File: config.mk
export PLATFORM = sky130hd
export DESIGN_NAME = owb_byte_writer
export DESIGN_NICKNAME = d
export VERILOG_FILES = /design/src/rtl/owb_pkg.sv /design/src/rtl/owb_bit_seq.sv /design/src/rtl/owb_ms_timer.sv /design/src/rtl/owb_byte_writer.sv
export SDC_FILE = /design/constraint.sdc
export NUM_CORES = 1
export LEC_CHECK = 0
export ABC_AREA = 0
export BUFFER_PORTS_ARGS = -buffer_cell sky130_fd_sc_hd__buf_4
export CAP_MARGIN = 40
export CORE_MARGIN = 8
export CORE_UTILIZATION = 53
export CTS_CLUSTER_SIZE = 16
export DETAILED_ROUTE_END_ITERATION = 7
export GPL_TIMING_DRIVEN = 0
export HOLD_SLACK_MARGIN = 0.1
export PLACE_DENSITY = 0.76
export SYNTH_ARGS = -nofsm -noshare
export SYNTH_HDL_FRONTEND = slang
export SYNTH_SLANG_ARGS = --single-unit
File: constraint.sdc
create_clock -name clk -period 2.1 [get_ports clk]
set_clock_uncertainty 0.1 [all_clocks]
set_input_delay 0.105 -clock clk [delete_from_list [all_inputs] [get_ports clk]]
set_output_delay 0.105 -clock clk [all_outputs]
set_load 0.01 [all_outputs]
File: src/rtl/owb_pkg.sv
package owb_pkg;

  typedef enum logic [2:0] {
    ST_IDLE,
    ST_ISSUE,
    ST_WAIT,
    ST_HOLD,
    ST_DONE
  } owb_state_e;

  // bit offered in slot i of a byte
  function automatic logic pick_bit(input logic [7:0] b, input logic [2:0] i);
    return b[i];
  endfunction

  // drop a sampled level into position i of the accumulated byte
  function automatic logic [7:0] place_bit(input logic [7:0] acc, input logic [2:0] i,
                                           input logic s);
    logic [7:0] r;
    r    = acc;
    r[i] = s;
    return r;
  endfunction

endpackage

File: src/rtl/owb_bit_seq.sv
module owb_bit_seq
  import owb_pkg::*;
(
  input  logic       clk,
  input  logic       rst_n,
  input  logic       load,
  input  logic [7:0] tx_in,
  input  logic       step,
  input  logic       sample,
  output logic [2:0] idx,
  output logic       cur_bit,
  output logic [7:0] rx,
  output logic       last
);

  logic [7:0] tx_q;
  logic [2:0] idx_q;
  logic [7:0] rx_q;

  always_ff @(posedge clk or negedge rst_n) begin
    if (!rst_n) begin
      tx_q  <= '0;
      idx_q <= '0;
      rx_q  <= '0;
    end else if (load) begin
      tx_q  <= tx_in;
      idx_q <= '0;
      rx_q  <= '0;
    end else if (step) begin
      rx_q <= place_bit(rx_q, idx_q, sample);
      if (idx_q != 3'd7) idx_q <= idx_q + 3'd1;
    end
  end

  assign idx     = idx_q;
  assign cur_bit = pick_bit(tx_q, idx_q);
  assign rx      = rx_q;
  assign last    = (idx_q == 3'd7);

endmodule

File: src/rtl/owb_ms_timer.sv
module owb_ms_timer #(
  parameter int MS_W       = 8,
  parameter int CLK_PER_MS = 250000
) (
  input  logic            clk,
  input  logic            rst_n,
  input  logic            go,
  input  logic [MS_W-1:0] ms,
  output logic            active,
  output logic            fin
);

  localparam int CW = (CLK_PER_MS > 1) ? $clog2(CLK_PER_MS) : 1;
  localparam logic [CW-1:0] CYC_LAST = CW'(CLK_PER_MS - 1);

  logic [CW-1:0]   cyc_q;
  logic [MS_W-1:0] ms_left_q;
  logic            act_q;

  assign fin    = act_q && (cyc_q == CYC_LAST) && (ms_left_q == MS_W'(1));
  assign active = act_q;

  always_ff @(posedge clk or negedge rst_n) begin
    if (!rst_n) begin
      cyc_q     <= '0;
      ms_left_q <= '0;
      act_q     <= 1'b0;
    end else if (go) begin
      cyc_q     <= '0;
      ms_left_q <= ms;
      act_q     <= (ms != '0);
    end else if (act_q) begin
      if (cyc_q == CYC_LAST) begin
        cyc_q <= '0;
        if (ms_left_q == MS_W'(1)) act_q <= 1'b0;
        ms_left_q <= ms_left_q - MS_W'(1);
      end else begin
        cyc_q <= cyc_q + CW'(1);
      end
    end
  end

endmodule

File: src/rtl/owb_byte_writer.sv
module owb_byte_writer
  import owb_pkg::*;
#(
  parameter int DUR_W      = 8,
  parameter int CLK_PER_MS = 250000
) (
  input  logic             clk,
  input  logic             rst_n,
  input  logic             pu_load,
  input  logic [DUR_W-1:0] pu_ms,
  input  logic             pu_en,
  input  logic             start,
  input  logic             touch,
  input  logic [7:0]       tx_byte,
  output logic [7:0]       rx_byte,
  output logic             done,
  output logic             slot_go,
  output logic             slot_val,
  input  logic             slot_ack,
  input  logic             slot_sample,
  input  logic             slot_low,
  output logic             spu_out
);

  owb_state_e       st_q;
  logic [DUR_W-1:0] pend_q;
  logic             touch_q, armed_q, low_seen_q, spu_q, spu_d;

  logic [2:0] bit_idx;
  logic       cur_bit, last_bit;
  logic [7:0] rx_sh;

  logic hold_go, hold_fin, hold_active;

  // named events for the checker
  logic idle, accept, in_hold, slot_done_ev, low_over;
  assign idle         = (st_q == ST_IDLE);
  assign accept       = idle && start;
  assign in_hold      = (st_q == ST_HOLD);
  assign slot_done_ev = (st_q == ST_WAIT) && slot_ack;
  assign low_over     = low_seen_q && !slot_low;
  assign hold_go      = slot_done_ev && last_bit && (pend_q != '0);

  owb_bit_seq u_seq (
    .clk     (clk),
    .rst_n   (rst_n),
    .load    (accept),
    .tx_in   (tx_byte),
    .step    (slot_done_ev),
    .sample  (slot_sample),
    .idx     (bit_idx),
    .cur_bit (cur_bit),
    .rx      (rx_sh),
    .last    (last_bit)
  );

  owb_ms_timer #(.MS_W(DUR_W), .CLK_PER_MS(CLK_PER_MS)) u_tmr (
    .clk    (clk),
    .rst_n  (rst_n),
    .go     (hold_go),
    .ms     (pend_q),
    .active (hold_active),
    .fin    (hold_fin)
  );

  always_comb begin
    spu_d = 1'b0;
    case (st_q)
      ST_WAIT: spu_d = armed_q && last_bit && low_over;
      ST_HOLD: spu_d = armed_q && !hold_fin;
      default: spu_d = 1'b0;
    endcase
  end

  always_ff @(posedge clk or negedge rst_n) begin
    if (!rst_n) begin
      st_q       <= ST_IDLE;
      pend_q     <= '0;
      touch_q    <= 1'b0;
      armed_q    <= 1'b0;
      low_seen_q <= 1'b0;
      spu_q      <= 1'b0;
    end else begin
      spu_q <= spu_d;
      case (st_q)
        ST_IDLE: begin
          if (pu_load) pend_q <= pu_ms;
          if (start) begin
            touch_q <= touch;
            st_q    <= ST_ISSUE;
          end
        end
        ST_ISSUE: begin
          low_seen_q <= slot_low;
          if (last_bit) armed_q <= pu_en && (pend_q != '0);
          st_q <= ST_WAIT;
        end
        ST_WAIT: begin
          low_seen_q <= low_seen_q | slot_low;
          if (slot_ack) begin
            if (!last_bit)    st_q <= ST_ISSUE;
            else if (hold_go) st_q <= ST_HOLD;
            else              st_q <= ST_DONE;
          end
        end
        ST_HOLD: begin
          if (hold_fin) begin
            pend_q <= '0;
            st_q   <= ST_DONE;
          end
        end
        ST_DONE: begin
          armed_q <= 1'b0;
          st_q    <= ST_IDLE;
        end
        default: st_q <= ST_IDLE;
      endcase
    end
  end

  assign slot_go  = (st_q == ST_ISSUE);
  assign slot_val = cur_bit;
  assign done     = (st_q == ST_DONE);
  assign rx_byte  = touch_q ? rx_sh : 8'h00;
  assign spu_out  = spu_q;

endmodule

Word-level counts from Yosys, hierarchy flattened
Index checks and enable logic that the tools add are counted.
Widths: inputs -> output; s select.
{"block": "totals", "elab_cells": 94, "inputBits": 25, "ff_bits": 61}
{"block": "op_classes", "add_sub_neg": 3, "n_reduce_logical": 29, "bitwise_logic": 1, "n_lt_le_gt_ge": 2, "muxes": 34, "n_eq_ne": 13}
{"op": "$mux 8", "n": 8}
{"op": "$mux 18", "n": 3}
{"op": "$mux 3", "n": 8}
{"op": "$add 18x1->18 const B", "n": 1}
{"op": "$eq 18x18->1 const B", "n": 1}
{"op": "$pmux 8 s2", "n": 1}
{"op": "$reduce_bool 2->1", "n": 7}
{"op": "$logic_and 1x1->1", "n": 12}
{"op": "$pmux 3 s4", "n": 1}
{"op": "$bwmux 8", "n": 1}
{"op": "$eq 8x1->1 const B", "n": 1}
{"op": "$ne 2x2->1 const B", "n": 4}
{"op": "$reduce_and 2->1", "n": 4}
{"op": "$reduce_bool 8->1", "n": 1}
{"op": "$sub 8x1->8 const B", "n": 1}
{"op": "$mux 1", "n": 7}
{"op": "$eq 3x2->1 const B", "n": 2}
{"op": "$eq 3x3->1 const B", "n": 2}
{"op": "$pmux 1 s2", "n": 3}
{"op": "$reduce_and 3->1", "n": 2}
{"op": "$lt 3x4->1 const B", "n": 1}
{"op": "$add 3x1->3 const B", "n": 1}
{"op": "$bmux 1 s3", "n": 1}
{"op": "$demux 1 s3", "n": 1}
{"op": "7 further kinds", "n": 8}

Depth between registers and ports, before layout
Gate-level depths: netlist of the first run.
{"block": "logic_depth", "ltp_word": 8, "mapped_depth": 8}

Cells and area by module
From an unflattened synthesis of the first run, not the netlist that was laid out.
{"block": "hier_totals", "cells_unflattened": 320, "area_unflattened_um2": 3278.1}
{"module": "owb_ms_timer", "cells_per_inst": 178, "area_each_um2": 1561.5, "seq_area_each_um2": 675.6, "instances": 1}
{"module": "owb_bit_seq", "cells_per_inst": 69, "area_each_um2": 923.4, "seq_area_each_um2": 475.5, "instances": 1}
{"module": "owb_byte_writer", "cells_per_inst": 73, "area_each_um2": 793.3, "seq_area_each_um2": 375.4, "instances": 1}

Least setup slack after synthesis of the first run
OpenSTA, ideal clock, no wires.
{"block": "synth_timing", "kind": "reg-to-reg", "start": "register u_tmr.cyc_q[8]", "end": "register u_tmr.ms_left_q[6]", "synth_period_minus_slack_ns": 2.168, "path_stages_with_launch": 6, "arrival_time_ns": 1.986, "required_time_ns": 1.918, "setup_slack_ns": -0.068, "n_path_buf": 0, "path_cell_list": "dfrtp_1 -> or4b_4 -> nor4_4 -> nand2_4 -> or4_1 -> a31oi_1"}
{"block": "synth_between", "elab_chain_len": 3}
{"item": "from (decl)", "line": "owb_ms_timer.sv:16", "rtl": "logic [CW-1:0] cyc_q;"}
{"item": "from (signal assigned)", "line": "owb_ms_timer.sv:38", "rtl": "cyc_q <= cyc_q + CW'(1);"}
{"item": "$eq 18x18->1", "line": "owb_ms_timer.sv:33", "rtl": "if (cyc_q == CYC_LAST) begin"}
{"item": "$reduce_bool 2->1 (no source line)"}
{"item": "$reduce_and 2->1 (no source line)"}
{"item": "to (signal assigned)", "line": "owb_ms_timer.sv:30", "rtl": "ms_left_q <= ms;"}
{"item": "to (signal assigned)", "line": "owb_ms_timer.sv:36", "rtl": "ms_left_q <= ms_left_q - MS_W'(1);"}
{"item": "to (decl)", "line": "owb_ms_timer.sv:17", "rtl": "logic [MS_W-1:0] ms_left_q;"}
No other way between the ends.
A chain may end at the register's enable or synchronous reset.

Final worst setup path of the first run
{"block": "layout_timing", "start": "register u_tmr.ms_left_q[4]", "end": "register st_q[1]"}
{"block": "layout_between", "elab_chain_len": 4}
{"item": "$eq 8x1->1", "line": "owb_ms_timer.sv:20", "rtl": "assign fin = act_q && (cyc_q == CYC_LAST) && (ms_left_q == MS_W'(1));"}
{"item": "$logic_and 1x1->1", "line": "owb_ms_timer.sv:20"}
{"item": "$ne 2x2->1 (no source line)"}
{"item": "$reduce_and 3->1 (no source line)"}
{"item": "to (signal assigned)", "line": "owb_byte_writer.sv:77", "rtl": "st_q <= ST_IDLE;"}
{"item": "to (signal assigned)", "line": "owb_byte_writer.sv:90", "rtl": "st_q <= ST_ISSUE;"}
{"item": "to (signal assigned)", "line": "owb_byte_writer.sv:96", "rtl": "st_q <= ST_WAIT;"}
{"item": "to (decl)", "line": "owb_byte_writer.sv:25", "rtl": "owb_state_e st_q;"}
No other way between the ends.

==> run_results.csv, run 1 <==
group,metric,value,unit
floorplan,initial_core_util,0.545,
sta,final.period_utilization,1.06,
drt,dr.first_iter.drc_count,197,
sta,tns,-1620,ps
outcome,status,"finished with violations",
synth,seq_area_frac_synth,0.473,
sta,fin_crit,2230,ps
synth,postSynthAreaPerCell,8.91,sq um
sta,fmax,0.448,GHz
synth,synth_top_area_frac,0.473,
global_routing,gr-total-overflow,0,
setup_path,cp-start-kind,"flip-flop",
setup_path,r2r_cells,5,
synth,synth_area_leaders,"dfrtp_1 (47%), nand2_1 (9.2%), nor2_1 (4.0%)",
final_layout,multi_input_area,1760,sq um
floorplan,die_h,94.0,microns
clock_network,insertion_delay,340,ps
final_layout,fin_nets,476,
clock_network,cts_buffer_depth,2,
sta,report.final.slew_viol_count,0,
synth,synth_edf_count,0,
synth,ys_seq_elements,61,
drt,vias,2987,
floorplan,dieArea,8840,sq um
drt,ant_nets,0,
synth,synth_cells,362,
place,globalplace.congestion,0.855,
hold_path,hold_path_depth,5,
run,drv_cap,0,
clock_network,cts_max_level,3,
drt,avgRoutedWirePerCell,15.8,microns
sta,setup_slack,-131,ps
outcome,violations,"negative setup slack",
clock_network,cts-root-buf,"clkbuf_8",
power_and_ir_drop,total_power,2.34,mW
synth,yosys.area.top_type,"dfrtp_1",
clock_network,cts.sinks,61,
final_layout,diodes,0,
drt,vias_per_cell,5.69,
synth,synth_warnings,0,
floorplan,rows,28,
setup_path,required,2200,ps
synth,synth_flop_cell,"dfrtp_1",
global_routing,grt_max_degree,62,
power_and_ir_drop,power.leakage,1.94,nW
sta,relSlewSlack,0.484,
global_routing,grt.total_usage,0.200,
hold_path,hold_path_class,"in -> reg",
power_and_ir_drop,ir_drop,0.419,mV
power_and_ir_drop,powerDensity,540,nW/um^2
drt,dr.pass1.iters,4,
sta,worstMarginPinSlew,773,ps
sta,rsz0062_at_grt,"true",
sta,setup_viol,19,
final_layout,seqCellArea,1530,sq um
global_routing,first_global_vias,3051,
clock_network,tritoncts,"built",
setup_path,crit_arrival,2340,ps
final_layout,final_core_util,0.731,
final_layout,area_growth,34.1,%
drt,drcViolationCount,0,
place,dp_hpwl,5210,microns
synth,netlist_area,3230,sq um
place,io_buffers,35,
synth,async_flop_share,1.00,
floorplan,ios,37,
synth,yosysMostFrequentCell,"nand2_1",
floorplan,core,5920,sq um
final_layout,fillers,398,
synth,yosys-top-cells-count,"nand2_1 (79), dfrtp_1 (61), nor2_1 (34)",
clock_network,clk_pin_slew,70,ps
drt,wirelength,8310,microns
global_routing,antenna_found_initial,0,
setup_path,crit_type,"reg -> reg",
final_layout,drive_above_1_share,0.238,
synth,ys_types,49,
global_routing,grt_pass1_wl,14100,microns
setup_path,crit_fanout,3,
clock_network,numCtsBuffers,9,
synth,syn_nets,392,
floorplan,die_w,94.0,microns
setup_path,worstSetupEndpointType,"flip-flop",
sta,finalHoldViolations,0,
==> flip-flops by register name, indices dropped and copies added (netlist names) <==
| register | cells |
|---|---|
| u_tmr.cyc_q | 18 |
| pend_q | 8 |
| u_seq.rx | 8 |
| u_seq.tx_q | 8 |
| u_tmr.ms_left_q | 8 |
| st_q | 3 |
| u_seq.idx | 3 |
| armed_q | 1 |
| low_seen_q | 1 |
| spu_out | 1 |
| touch_q | 1 |
| u_tmr.active | 1 |
==> worst paths after layout <==
| path | start | end | slack (ps) |
|---|---|---|---|
| max in group asynchronous | rst_n | u_seq.idx[1] | 1060 |
| min in group asynchronous | rst_n | u_tmr.cyc_q[3] | 280 |
| setup reg to reg | u_tmr.ms_left_q[4] | st_q[1] | -130 |
| hold reg to reg | u_seq.tx_q[4] | u_seq.tx_q[4] | 380 |
| hold / removal | pu_en | armed_q | 230 |
| setup / recovery | u_tmr.ms_left_q[4] | st_q[1] | -130 |
==> logic make-up (layout without fill, tap and decap cells) <==
kind of cell | after synthesis | after routing | share of synthesized area
flops | 61 | 61 | 0.473
xor+xnor | 16 | 16 | 0.0434
buf+inv | 22 | 110 | 0.0256
fa+ha+maj | 5 | 5 | 0.0194
compound gates | 54 | 54 | 0.104
simple gates | 193 | 193 | 0.301
mux | 11 | 11 | 0.0345
==> layer usage <==
metal,vias up,track usage,wire (microns)
met3,15,0.0456,315
met1,1472,0.246,3680
met5,-,0,0
met2,73,0.321,4100
met4,0,0.0978,218
li1,1427,-,-
==> layout by cell type (no fill, tap or decap), types with 6 or more instances in the layout <==
cell type / instances
dlygate4sd3_1: 23
buf_4: 46
mux2i_1: 10
buf_6: 6
nor2_1: 34
dfrtp_1: 59
o21ai_2: 9
xor2_1: 11
clkbuf_1: 7
and2_1: 11
nand3_1: 15
a21oi_1: 8
nand2_1: 79
o21ai_0: 11
nor3_1: 7
clkbuf_8: 11
inv_1: 6
==> repair_timing <==
item | CTS | global route
endpoints found under the setup margin | 48 | 50
hold endpoints to repair | 92 | 0
gates resized for setup | 24 | 38
hold buffers | 23 | 0
setup buffers | 8 | 9
pin swaps | 16 | 16
==> where the power goes <==
| part | switching (mW) | leakage (nW) | internal, mW |
|---|---|---|---|
| clock network | 0.463 | 0.101 | 0.602 |
| registers | 0 | 0.766 | 1.17 |
| logic | 0.0400 | 1.08 | 0.0566 |
| total | 0.503 | 1.94 | 1.83 |
==> stage by stage <==
step | cells | instance area [sq um] | setup slack, ps | hold WS (ps)
floorplan | 362 | 3230 | -67.7 | -291
global placement | 472 | 3590 | -370 | 133
detailed placement | 472 | 3590 | -378 | 133
CTS | 518 | 4130 | -153 | 214
global route | 525 | 4330 | -214 | 233
finish | 525 | 4330 | -131 | 227
==> layout make-up <==
class | instances | share of cell area
inverter | 7 | 0.00694
timing repair buffer | 75 | 0.151
buffer | 13 | 0.0156
clock inverter | 4 | 0.0110
sequential | 61 | 0.353
tap | 75 | 0.0217
clock buffer | 11 | 0.0350
multi-input combinational | 279 | 0.406
==> critical path: stages, from the launching register on <==
cell	delay, ps
dfrtp_1	410
or4_4	560
or4b_4	580
buf_12	160
o21bai_4	170
o211ai_1	110
(Power assumes the default switching activity.)
==> run 2, diff against run 1 <==
- TNS_END_PERCENT: unset -> 5
==> run 2 against run 1 <==
Effect of this change:
- the flow still finishes with violations (negative setup slack)
- critical path depth increased by 2
- setup slack improved by 50 ps
- sequential cell count unchanged
- highest routed layer unchanged
==> run_results.csv, run 2 (same netlist as run 1, synthesis figures left out) <==
group,metric,value,unit
outcome,status,"finished with violations",
outcome,violations,"negative setup slack",
setup_path,slowest_delay,550,ps
drt,dr.first_iter.drc_count,191,
drt,vias_per_cell,5.61,
setup_path,cp-start-kind,"flip-flop",
floorplan,core,5920,sq um
power_and_ir_drop,ir_drop,0.384,mV
hold_path,hold_path_class,"in -> reg",
final_layout,fin_nets,468,
final_layout,final_cell_mix,"nand2_1 (79), dfrtp_1 (59), buf_4 (39)",
place,io_buffers,35,
final_layout,area_growth,30.0,%
final_layout,final_common_cell,"nand2_1",
sta,final.period_utilization,1.04,
global_routing,antenna_found_initial,0,
clock_network,insertion_delay,350,ps
drt,vias,2901,
setup_path,crit_fanout,4,
clock_network,cts_max_level,3,
clock_network,cts.sinks,61,
final_layout,fillers,432,
final_layout,largest-register,"u_tmr.cyc_q",
power_and_ir_drop,powerDensity,557,nW/um^2
setup_path,worstSetupEndpointType,"flip-flop",
global_routing,grt_pass1_wl,13100,microns
global_routing,grt.total_usage,0.185,
place,place_ws,-411,ps
setup_path,cp_num_buf_inv,2,
floorplan,die_w,94.0,microns
sta,finalHoldViolations,0,
sta,fin_crit,2180,ps
setup_path,crit_arrival,2310,ps
sta,worstMarginPinSlew,770,ps
sta,rsz0062_at_grt,"true",
floorplan,die_h,94.0,microns
clock_network,cts-root-buf,"clkbuf_8",
place,dp_hpwl,4920,microns
drt,ant_nets,0,
drt,drcViolationCount,0,
final_layout,final_core_util,0.709,
final_layout,drive_above_1_share,0.195,
sta,setup_viol,17,
global_routing,gr-total-overflow,0,
setup_path,crit_slowest_cell,"or4b_4",
clock_network,cts_buffer_depth,2,
final_layout,largest_reg_flops,18,
clock_network,tritoncts,"built",
sta,report.final.slew_viol_count,0,
final_layout,diodes,0,
global_routing,grt_max_degree,62,
global_routing,first_global_vias,2848,
place,globalplace.congestion,0.865,
floorplan,dieArea,8840,sq um
run,drv_cap,0,
sta,setup_slack,-81.1,ps
setup_path,crit_type,"reg -> reg",
sta,fmax,0.458,GHz
power_and_ir_drop,power.leakage,1.87,nW
setup_path,crit_chain,"or4b_4, nor4_4, buf_6, buf_12, nand3_2, mux2i_1, a22o_1",
drt,wirelength,7720,microns
clock_network,numCtsBuffers,9,
setup_path,critical_path.top_delay_family,"simple AND/OR/NAND/NOR gates",
sta,relSlewSlack,0.487,
floorplan,initial_core_util,0.545,
clock_network,clk_pin_slew,70,ps
floorplan,rows,28,
setup_path,required,2230,ps
drt,dr.pass1.iters,4,
floorplan,ios,37,
drt,avgRoutedWirePerCell,14.9,microns
## run 2: layer usage
metal | share of wire | global-route usage
met1 | 0.46 | 0.237
met4 | 0.020 | 0.0925
met3 | 0.040 | 0.0360
met5 | 0 | 0
met2 | 0.48 | 0.291
## run 2: what timing repair did
item / CTS / global route
endpoints found under the hold margin: 86 / 0
setup endpoints to repair: 48 / 49
gates resized for setup: 28 / 17
hold buffers: 22 / 0
setup buffers: 6 / 1
cloned: 1 / 0
pin swaps: 13 / 5
## run 2: cell type report
| class | count | area (sq um) | area share |
|---|---|---|---|
| flip-flops and latches | 61 | 1530 | 0.364 |
| clock inverters | 4 | 47.5 | 0.0113 |
| repair buffers | 64 | 559 | 0.133 |
| plain buffers | 15 | 80.1 | 0.0191 |
| clock buffers | 11 | 151 | 0.0361 |
| multi-input cells | 280 | 1710 | 0.407 |
| inverters | 7 | 26.3 | 0.00626 |
| well taps | 75 | 93.8 | 0.0224 |
## run 2: power breakdown
part	total (mW)	internal (mW)	switching [mW]
clock network	1.07	0.602	0.467
registers	1.17	1.17	0
logic	0.0939	0.0553	0.0386
total	2.34	1.83	0.506
## run 2: final timing paths
path	slack, ps	endpoint	startpoint	cells past startpoint
setup reg to reg	-80	u_tmr.ms_left_q[1]	u_tmr.cyc_q[8]	7
setup / recovery	-80	u_tmr.ms_left_q[1]	u_tmr.cyc_q[8]	7
min in group asynchronous	280	u_tmr.cyc_q[3]	rst_n	2
max in group asynchronous	1070	u_seq.idx[1]	rst_n	2
hold / removal	100	pend_q[6]	pu_load	4
hold reg to reg	380	u_seq.tx_q[6]	u_seq.tx_q[6]	2
## run 2: tightest hold or removal path: stages
cell	delay (ps)
buf_4	80
nand2_1	150
nand2_1	120
o21ai_1	50
## run 2: metrics by stage
step | setup TNS (ps) | cell area, sq um | hold slack, ps | instances | power [mW]
6_report | -363 | 4200 | 105 | 517 | 2.34
3_3_place_gp | -7680 | 3580 | 133 | 472 | 1.26
3_5_place_dp | -9530 | 3580 | 130 | 472 | 1.26
4_1_cts | -817 | 4120 | 105 | 516 | 2.34
5_1_grt | -2690 | 4200 | 153 | 517 | 2.42
2_1_floorplan | -158 | 3230 | -291 | 362 | 1.20
